## src/rtl/faclk_pkg.sv

```systemverilog
package faclk_pkg;

  localparam int unsigned CFG_W = 9;

  typedef struct packed {
    logic       out_half;  // bit 7
    logic       in_half;   // bit 6
    logic [3:0] code;      // bits 5:2
    logic       osr_alt;   // bit 1
    logic       usb_mode;  // bit 0
  } ctrl_t;

  localparam ctrl_t CTRL_RESET = 8'h20;

endpackage

```

## src/rtl/frame_ratio_decode.sv

```systemverilog
module frame_ratio_decode
  import faclk_pkg::*;
#(
  parameter int unsigned CNT_W  = 12,
  parameter int unsigned USB_LO = 250,
  parameter int unsigned USB_HI = 272,
  parameter int unsigned NRM_LO = 256,
  parameter int unsigned NRM_HI = 384
) (
  input  logic             usb_mode_i,
  input  logic             osr_alt_i,
  input  logic [3:0]       code_i,
  output logic [CNT_W-1:0] adc_ratio_o,
  output logic [CNT_W-1:0] dac_ratio_o
);

  localparam logic [CNT_W-1:0] R_ULO  = CNT_W'(USB_LO);
  localparam logic [CNT_W-1:0] R_UHI  = CNT_W'(USB_HI);
  localparam logic [CNT_W-1:0] R_NLO  = CNT_W'(NRM_LO);
  localparam logic [CNT_W-1:0] R_NHI  = CNT_W'(NRM_HI);
  localparam logic [CNT_W-1:0] R_UFL  = CNT_W'(USB_LO / 2);
  localparam logic [CNT_W-1:0] R_UFH  = CNT_W'(USB_HI / 2);
  localparam logic [CNT_W-1:0] R_USL  = CNT_W'(USB_LO * 6);
  localparam logic [CNT_W-1:0] R_USH  = CNT_W'((USB_HI * 11) / 2);

  logic [CNT_W-1:0] base;

  always_comb begin
    if (usb_mode_i) base = osr_alt_i ? R_UHI : R_ULO;
    else            base = osr_alt_i ? R_NHI : R_NLO;

    adc_ratio_o = base;
    dac_ratio_o = base;
    if (!usb_mode_i) begin
      if (code_i[0]) begin
        adc_ratio_o = base << 1;
        dac_ratio_o = base << 1;
      end
    end else begin
      unique case (code_i)
        4'h8: begin adc_ratio_o = R_UHI; dac_ratio_o = R_UHI; end
        4'h7: begin adc_ratio_o = R_UFL; dac_ratio_o = R_UFL; end
        4'hF: begin adc_ratio_o = R_UFH; dac_ratio_o = R_UFH; end
        4'h3: begin adc_ratio_o = R_USL; dac_ratio_o = R_USL; end
        4'hB: begin adc_ratio_o = R_USH; dac_ratio_o = R_USH; end
        4'h1: begin adc_ratio_o = base;  dac_ratio_o = R_USL; end
        default: begin adc_ratio_o = base; dac_ratio_o = base; end
      endcase
    end
  end

endmodule

```

## src/rtl/rate_enable_gen.sv

```systemverilog
module rate_enable_gen (
  input  logic clk_i,
  input  logic rst_ni,
  input  logic in_half_i,
  output logic ce_o
);

  logic half_q, half_d;

  always_comb half_d = ~half_q;

  always_ff @(posedge clk_i or negedge rst_ni) begin
    if (!rst_ni) half_q <= 1'b0;
    else         half_q <= half_d;
  end

  assign ce_o = ~in_half_i | half_q;

  // under input halving the enable never holds for two clocks
  p_half_rate_r6: assert property (@(posedge clk_i) disable iff (!rst_ni)
    (ce_o && in_half_i) |=> (!in_half_i || !ce_o));

endmodule

```

## src/rtl/frame_divider.sv

```systemverilog
module frame_divider #(
  parameter int unsigned CNT_W = 12
) (
  input  logic             clk_i,
  input  logic             rst_ni,
  input  logic             ce_i,
  input  logic [CNT_W-1:0] ratio_i,
  output logic             strobe_o
);

  logic [CNT_W-1:0] cnt_q, cnt_d;
  logic             stb_q, stb_d;

  always_comb begin
    cnt_d = cnt_q;
    stb_d = 1'b0;
    if (ce_i) begin
      if (cnt_q == '0) begin
        cnt_d = ratio_i - 1'b1;
        stb_d = 1'b1;
      end else begin
        cnt_d = cnt_q - 1'b1;
      end
    end
  end

  always_ff @(posedge clk_i or negedge rst_ni) begin
    if (!rst_ni) begin
      cnt_q <= '0;
      stb_q <= 1'b0;
    end else begin
      cnt_q <= cnt_d;
      stb_q <= stb_d;
    end
  end

  assign strobe_o = stb_q;

  // one-clock strobe
  p_single_pulse_r8: assert property (@(posedge clk_i) disable iff (!rst_ni)
    strobe_o |=> !strobe_o);

  // a running frame keeps counting down regardless of the ratio input
  p_countdown_r9: assert property (@(posedge clk_i) disable iff (!rst_ni)
    (ce_i && cnt_q != '0) |=> (!strobe_o && cnt_q == $past(cnt_q) - 1'b1));

  // reload picks up the ratio only at the boundary
  p_reload_r9: assert property (@(posedge clk_i) disable iff (!rst_ni)
    (ce_i && cnt_q == '0) |=> (strobe_o && cnt_q == $past(ratio_i) - 1'b1));

endmodule

```

## src/rtl/clkout_div.sv

```systemverilog
module clkout_div (
  input  logic clk_i,
  input  logic rst_ni,
  input  logic out_half_i,
  output logic clk_o
);

  logic clk_q, clk_d;

  always_comb clk_d = out_half_i ? ~clk_q : 1'b1;

  always_ff @(posedge clk_i or negedge rst_ni) begin
    if (!rst_ni) clk_q <= 1'b1;
    else         clk_q <= clk_d;
  end

  assign clk_o = clk_q;

  // half mode toggles every master clock
  p_clkout_half_r7: assert property (@(posedge clk_i) disable iff (!rst_ni)
    out_half_i |=> (clk_o != $past(clk_o)));

  // full mode holds the enable high
  p_clkout_full_r7: assert property (@(posedge clk_i) disable iff (!rst_ni)
    !out_half_i |=> clk_o);

endmodule

```

## src/rtl/frame_clock_gen.sv

```systemverilog
module frame_clock_gen
  import faclk_pkg::*;
#(
  parameter int unsigned CNT_W  = 12,
  parameter int unsigned USB_LO = 250,
  parameter int unsigned USB_HI = 272,
  parameter int unsigned NRM_LO = 256,
  parameter int unsigned NRM_HI = 384
) (
  input  logic             clk_i,
  input  logic             rst_ni,
  input  logic             cfg_we_i,
  input  logic [CFG_W-1:0] cfg_wdata_i,
  output logic             adc_frame_o,
  output logic             dac_frame_o,
  output logic             clk_out_o
);

  localparam int unsigned NPATH = 2;

  // asynchronous assert, synchronous release
  logic rst_meta_q, rst_sync_q;
  always_ff @(posedge clk_i or negedge rst_ni) begin
    if (!rst_ni) begin
      rst_meta_q <= 1'b0;
      rst_sync_q <= 1'b0;
    end else begin
      rst_meta_q <= 1'b1;
      rst_sync_q <= rst_meta_q;
    end
  end

  logic rst_n_int;
  assign rst_n_int = rst_sync_q;

  // control word; reserved bit dropped
  ctrl_t ctrl_q, ctrl_d;

  always_comb ctrl_d = cfg_we_i ? ctrl_t'(cfg_wdata_i[7:0]) : ctrl_q;

  always_ff @(posedge clk_i or negedge rst_n_int) begin
    if (!rst_n_int) ctrl_q <= CTRL_RESET;
    else            ctrl_q <= ctrl_d;
  end

  logic [CNT_W-1:0] ratio [NPATH];
  logic [NPATH-1:0] stb;
  logic             ce;

  frame_ratio_decode #(
    .CNT_W (CNT_W), .USB_LO(USB_LO), .USB_HI(USB_HI),
    .NRM_LO(NRM_LO), .NRM_HI(NRM_HI)
  ) u_decode (
    .usb_mode_i (ctrl_q.usb_mode),
    .osr_alt_i  (ctrl_q.osr_alt),
    .code_i     (ctrl_q.code),
    .adc_ratio_o(ratio[0]),
    .dac_ratio_o(ratio[1])
  );

  rate_enable_gen u_rate_en (
    .clk_i    (clk_i),
    .rst_ni   (rst_n_int),
    .in_half_i(ctrl_q.in_half),
    .ce_o     (ce)
  );

  for (genvar p = 0; p < NPATH; p++) begin : g_path
    frame_divider #(.CNT_W(CNT_W)) u_div (
      .clk_i   (clk_i),
      .rst_ni  (rst_n_int),
      .ce_i    (ce),
      .ratio_i (ratio[p]),
      .strobe_o(stb[p])
    );
  end

  clkout_div u_clkout (
    .clk_i     (clk_i),
    .rst_ni    (rst_n_int),
    .out_half_i(ctrl_q.out_half),
    .clk_o     (clk_out_o)
  );

  assign adc_frame_o = stb[0];
  assign dac_frame_o = stb[1];

  // a write carrying the reserved bit stores only the low byte
  p_reserved_ignored_r10: assert property (@(posedge clk_i) disable iff (!rst_n_int)
    (cfg_we_i && cfg_wdata_i[8]) |=> (ctrl_q == $past(cfg_wdata_i[7:0])));

  // strobes stay quiet while held in reset
  p_reset_quiet_r1: assert property (@(posedge clk_i)
    !rst_n_int |-> (!adc_frame_o && !dac_frame_o));

endmodule

```

## config.mk

```make
export PLATFORM = sky130hd
export DESIGN_NAME = frame_clock_gen
export DESIGN_NICKNAME = d
export VERILOG_FILES = /design/src/rtl/faclk_pkg.sv /design/src/rtl/frame_ratio_decode.sv /design/src/rtl/rate_enable_gen.sv /design/src/rtl/frame_divider.sv /design/src/rtl/clkout_div.sv /design/src/rtl/frame_clock_gen.sv
export SDC_FILE = /design/constraint.sdc
export NUM_CORES = 1
export LEC_CHECK = 0
export ABC_CLOCK_PERIOD_IN_PS = 3000
export BUFFER_PORTS_ARGS = -buffer_cell sky130_fd_sc_hd__buf_2
export CAP_MARGIN = 20
export CORE_UTILIZATION = 65
export CTS_CLUSTER_DIAMETER = 50
export CTS_CLUSTER_SIZE = 40
export DETAILED_ROUTE_END_ITERATION = 8
export PLACE_DENSITY = 0.84
export SLEW_MARGIN = 5
export SYNTH_ARGS = -nofsm -noshare
export SYNTH_HDL_FRONTEND = slang
export SYNTH_SLANG_ARGS = --single-unit
export TNS_END_PERCENT = 100
```

## constraint.sdc

```tcl
create_clock -name clk_i -period 3 [get_ports clk_i]
set_clock_uncertainty 0.2 [all_clocks]
set_input_delay 0.6 -clock clk_i [delete_from_list [all_inputs] [get_ports clk_i]]
set_output_delay 0.6 -clock clk_i [all_outputs]
set_load 0.01 [all_outputs]
```

**Yosys cells after proc, flatten, opt, wreduce, memory -nomap -nowiden**

Index checks and enable logic that the tools add are counted.

- Bits in registers: 38
- Input bits: 12
- Output and inout port bits: 3
- Word-level logic and storage cells: 45

- Bitwise logic cells: 4
- Eq/ne operators: 6
- Add/sub/neg operators: 4
- Multiplexer cells: 15
- Reductions and logical operators: 3

Operators by type and width:

| operator | number |
|---|---|
| 12-bit one-hot mux with 5 select lines | 2 |
| 12-bit 2-to-1 mux | 6 |
| 12-bit by 1-bit subtractor with 12-bit output (second input constant) | 4 |
| 12-bit logical NOT | 2 |
| 4-bit == test (second input constant) | 3 |
| 9-bit 2-to-1 mux | 1 |
| 8-bit 2-to-1 mux | 1 |
| 1-bit 2-to-1 mux | 5 |
| 4-bit by 1-bit == test with 1-bit output (second input constant) | 1 |
| 4-bit by 2-bit == test with 1-bit output (second input constant) | 1 |
| 4-bit by 3-bit == test with 1-bit output (second input constant) | 1 |
| 1-bit inverter | 3 |
| 2-bit OR reduction | 1 |
| 1-bit OR | 1 |

**Depth between registers and ports, before layout**

- Word-level depth: 6
- Mapped depth: 12
- Depth with buffers taken out: 10

**Modules after synthesis**

Synthesis repeated with hierarchy kept, for this count alone.

- Cells, all modules: 316
- Area total of the unflattened synthesis: 2856.5 sq um

By module, submodules not included:

| module | cells each | sequential area each (sq um) | times used | area an instance (sq um) |
|---|---|---|---|---|
| frame_divider | 109 | 325.3 | 2 | 983.4 |
| frame_ratio_decode | 73 | 0.0 | 1 | 437.9 |
| frame_clock_gen | 20 | 251.5 | 1 | 386.6 |
| rate_enable_gen | 3 | 25.0 | 1 | 35.0 |
| clkout_div | 2 | 26.3 | 1 | 30.0 |

**Worst setup path after synthesis**

OpenSTA, ideal clock, no wires.

- Path type: flip-flop to flip-flop
- Start point: register ctrl_q[0] (netlist bit)
- End point: register g_path[0].u_div.cnt_q[8]
- Data required time: 2.728 ns
- Path slack: 0.122 ns
- Data arrival time: 2.606 ns
- Clock period less this slack: 2.878 ns
- Library setup time: 0.072 ns
- Path buffers: 2
- Stages on the path, launching flop included: 12
- Cell sequence: dfrtp_1 -> clkbuf_8 -> buf_4 -> nand2b_1 -> or4b_2 -> a41oi_1 -> ha_1 -> nand2b_1 -> nor3_1 -> nand3_1 -> nor3b_1 -> nor2_1

- Cells in the longest elaborated chain, start to end: 5
- Elaborated cells on any way between the ends: 6
- Classes of those cells: 1 x add/sub; 5 x mux

RTL lines:

| what | RTL line | source |
|---|---|---|
| from (decl) | frame_clock_gen.sv:37 | `ctrl_t ctrl_q, ctrl_d;` |
| from (signal assigned) | frame_clock_gen.sv:43 | `else ctrl_q <= ctrl_d;` |
| 12-bit 2-to-1 mux | frame_ratio_decode.sv:29 | `if (usb_mode_i) base = osr_alt_i ? R_UHI : R_ULO;` |
| 12-bit one-hot mux with 5 select lines or 12-bit 2-to-1 mux (tied branches) | frame_ratio_decode.sv:40, frame_ratio_decode.sv:35 |  |
| 12-bit 2-to-1 mux (*) | frame_ratio_decode.sv:34 | `if (!usb_mode_i) begin` |
| 12-bit by 1-bit subtractor with 12-bit output (*) | frame_divider.sv:19 | `cnt_d = ratio_i - 1'b1;` |
| 12-bit 2-to-1 mux (*) | frame_divider.sv:18 | `if (cnt_q == '0) begin` |
| to (signal assigned) | frame_divider.sv:32 | `cnt_q <= cnt_d;` |
| to (decl) | frame_divider.sv:11 | `logic [CNT_W-1:0] cnt_q, cnt_d;` |

Mark *: on every way between the ends. The rest lies on a longest branch, timed or not.
A chain may end at the register's enable or synchronous reset.

**Worst setup path in the final report**

- Start point: register ctrl_q[3] (netlist bit)
- End point: register g_path[1].u_div.cnt_q[6]

- Cells in the longest elaborated chain, start to end: 6
- Elaborated cells on any way between the ends: 11
- Classes of those cells: 1 x add/sub; 6 x eq/ne; 3 x mux; 1 x reduce/logical

RTL lines:

| what | RTL line | source |
|---|---|---|
| 4-bit by 2-bit == test with 1-bit output or 4-bit by 1-bit == test with 1-bit output (tied branches) | frame_ratio_decode.sv:40 | `unique case (code_i)` |
| 2-bit OR reduction (no line) | - |  |
| 12-bit one-hot mux with 5 select lines (*) | frame_ratio_decode.sv:40 |  |
| 12-bit 2-to-1 mux (*) | frame_ratio_decode.sv:34 |  |
| 12-bit by 1-bit subtractor with 12-bit output (*) | frame_divider.sv:19 |  |
| 12-bit 2-to-1 mux (*) | frame_divider.sv:18 |  |
| to (signal assigned) | frame_divider.sv:32 |  |
| to (decl) | frame_divider.sv:11 |  |

Marked as above.

==> results.sh <==
export IMPL_finalSetupViolCount=0
export IMPL_syn_area_sq_um=2490
export IMPL_worst_hold_path_type="register to asynchronous set/reset pin"
export IMPL_fin_ws_ns=0.182
export IMPL_drt_pass1_iterations=4
export IMPL_die_area_sq_um=4080
export IMPL_cts_root_buf="clkbuf_8"
export IMPL_tritoncts="yes"
export IMPL_io_buffers=13
export IMPL_syn_instance_count=276
export IMPL_die_w_microns=63.9
export IMPL_end_kind="register"
export IMPL_setup_tns_ns=0
export IMPL_max_cap_violations=0
export IMPL_critical_path_peak_fanout=5
export IMPL_post_place_ws_ns=0.138
export IMPL_fin_util_pct=73.0
export IMPL_yosys_warnings=0
export IMPL_gp_congestion=0.889
export IMPL_syn_area_per_cell_sq_um=9.01
export IMPL_max_stage_delay_ns=0.71
export IMPL_peakVddDrop_uv=428
export IMPL_seq_area_frac_synth_pct=38.3
export IMPL_postCtsSetupBuffers=0
export IMPL_htree_levels=2
export IMPL_outcome="completed"
export IMPL_path_class="register to register"
export IMPL_worstPathCellList="nand2b_1 > or4b_2 > a41oi_2 > ha_1 > nand2b_1 > nor2_1 > and3_1 > a21o_2 > a21oi_1 > a31oi_1"
export IMPL_rsz0062_at_grt="no"
export IMPL_worst_skew_pair_late_latency_ns=0.29
export IMPL_ys_async_sr_fraction_pct=100
export IMPL_core_sq_um=3660
export IMPL_viasPerCell=6.32
export IMPL_cts_sinks=38
export IMPL_post_drt_wl_per_cell_microns=15.9
export IMPL_clkSlewWorstSetupHoldPaths_ns=0.07
export IMPL_synth_edf_count=0
export IMPL_slew_violations=0
export IMPL_cp_start_kind="register"
export IMPL_drt_wl_total_microns=5390
export IMPL_drive_above_1_share_pct=21.6
export IMPL_leakagePower_nw=1.13
export IMPL_cts_buffers=5
export IMPL_drc=0
export IMPL_grt_pass1_vias=2075
export IMPL_crit_top_cell="nand2b_1"
export IMPL_ant_nets=0
export IMPL_drt_initial_drc_count=145
export IMPL_ys_types=65
export IMPL_power_density_nw_per_um2=662
export IMPL_antenna_found_initial=0
export IMPL_area_growth_pct=7.44
export IMPL_post_route_min_period_ns=2.82
export IMPL_die_height_microns=63.9
export IMPL_ys_flop_type="dfrtp_1"
export IMPL_cp_slowest_cell="or4b_2"
export IMPL_grt_pass1_wl_microns=9110
export IMPL_tightest_slew_ns=0.719
export IMPL_antennaDiodeCount=0
export IMPL_gr_usage_all_layers_pct=28.9
export IMPL_synthesis_nets=291
export IMPL_num_vias=2143
export IMPL_grt_max_degree=25
export IMPL_ys_seq_elements=38
export IMPL_finalCritPeriodShare_pct=93.9
export IMPL_grt_overflow=0
export IMPL_hold_violations=0
export IMPL_hpwlAfterDp_microns=3950
export IMPL_placementRows=22
export IMPL_final_nets=305
export IMPL_clockBufferDepth=2
export IMPL_relSlewSlack_pct=52.0
export IMPL_boundaryPins=15
export IMPL_worst_ep_required_time_ns=3.01
export IMPL_fmax_ghz=0.355
export IMPL_crit_arrival_ns=2.83
export IMPL_start_util_pct=67.9
through the flow:
stage | total power, mW | instances | hold slack, ns | area, sq um
after floorplan | 1.26 | 276 | 0.104 | 2490
after global placement | 1.38 | 330 | 0.109 | 2560
after detailed placement | 1.40 | 330 | 0.116 | 2560
after CTS | 1.77 | 339 | 0.120 | 2660
after global routing | 1.88 | 339 | 0.148 | 2670
final | 1.77 | 339 | 0.0881 | 2670
per-layer routing:
metal	wire length (microns)	track usage, %
met1	2420	36.9
met2	2490	46.4
met3	298	5.71
met4	178	15.1
met5	0	0
Yosys cell counts, drive strengths merged (3+ instances only):
cell	instances	share of area, %
dfrtp	36	36
nand2	32	4.8
a21oi	29	5.8
nor2	25	3.8
clkbuf	12	3.6
o21ai	12	2.4
nand3	11	2.2
mux2	8	3.6
nor3	8	1.8
xor2	8	2.8
nand2b	7	1.8
a31oi	6	2.1
nor4	6	1.8
a21o	5	1.6
and3	5	1.4
buf	5	1.6
nor2b	4	1.0
a41oi	3	1.1
and3b	3	1.2
ha	3	1.5
inv	3	0.45
nand4	3	0.75
nor3b	3	1.1
area by class of cell:
class / count / area (sq um)
inverter: 3 / 11.3
clock inverter: 1 / 5.00
fill: 279 / 988
tap: 48 / 60.1
clock buffer: 7 / 86.3
sequential: 38 / 953
multi-input combinational: 218 / 1410
timing repair buffer: 24 / 150
state kept, by name, indices dropped and copies added, names as in the netlist:
name and cells:
ctrl_q 8, g_path.u_div.cnt_q 24, g_path.u_div.strobe_o 2, rst_meta_q 1
rst_n_int 1, u_clkout.clk_o 1, u_rate_en.half_q 1
power breakdown:
group | switching, mW | leakage, nW | total (mW) | internal, mW
Combinational | 0.340 | 0.616 | 0.609 | 0.269
Sequential | 0.150 | 0.461 | 0.801 | 0.651
Clock | 0.174 | 0.0482 | 0.359 | 0.185
cells in the final DEF, fill, tap and decap left out, types with 3 or more instances in the layout:
cell      instances
a21o_1            3
a21oi_1          29
a31oi_1           5
and3_1            3
buf_2            13
buf_4            10
clkbuf_8          6
dfrtp_1          36
ha_1              3
inv_1             3
mux2_2            8
nand2_1          32
nand2b_1          7
nand3_1          11
nand4_1           3
nor2_1           25
nor2b_1           4
nor3_1            6
nor4_1            5
o21ai_0          10
xor2_1            8
path summary, 6_finish.rpt:
path | from | cells after the start | slack [ns] | end
setup / recovery | ctrl_q[3] | 10 | 0.18 | g_path[1].u_div.cnt_q[6]
hold / removal | rst_n_int | 0 | 0.09 | g_path[0].u_div.cnt_q[8]
setup reg to reg | ctrl_q[3] | 10 | 0.18 | g_path[1].u_div.cnt_q[6]
hold reg to reg | rst_n_int | 0 | 0.09 | g_path[0].u_div.cnt_q[8]
max in group asynchronous | rst_n_int | 1 | 1.74 | u_clkout.clk_o
min in group clk_i | rst_meta_q | 0 | 0.16 | rst_n_int
what timing repair did:
action                                  CTS  global route
endpoints found under the setup margin    0             5
hold buffers                              1             0
endpoints found under the hold margin     2             0
resized for setup                         0             2
cell families after synthesis:
group,Yosys count,synth area share [%]
XOR/XNOR,9,3.17
buffers and inverters,20,5.63
AND/OR/NAND/NOR,122,27.4
other,1,0.151
adder cells (fa/ha/maj),3,1.51
flip-flops,38,38.3
AO/OA/AOI/OAI,73,19.4
multiplexers,10,4.43
worst max-delay path, delay by kind of cell (launching register included):
family                   cells  cell delay (ns)
AND/OR/NAND/NOR              5             1.36
AO/OA/AOI/OAI                4             0.60
flip-flops                   1             0.37
adder cells (fa/ha/maj)      1             0.20
Power figures use the tool's default switching activity.
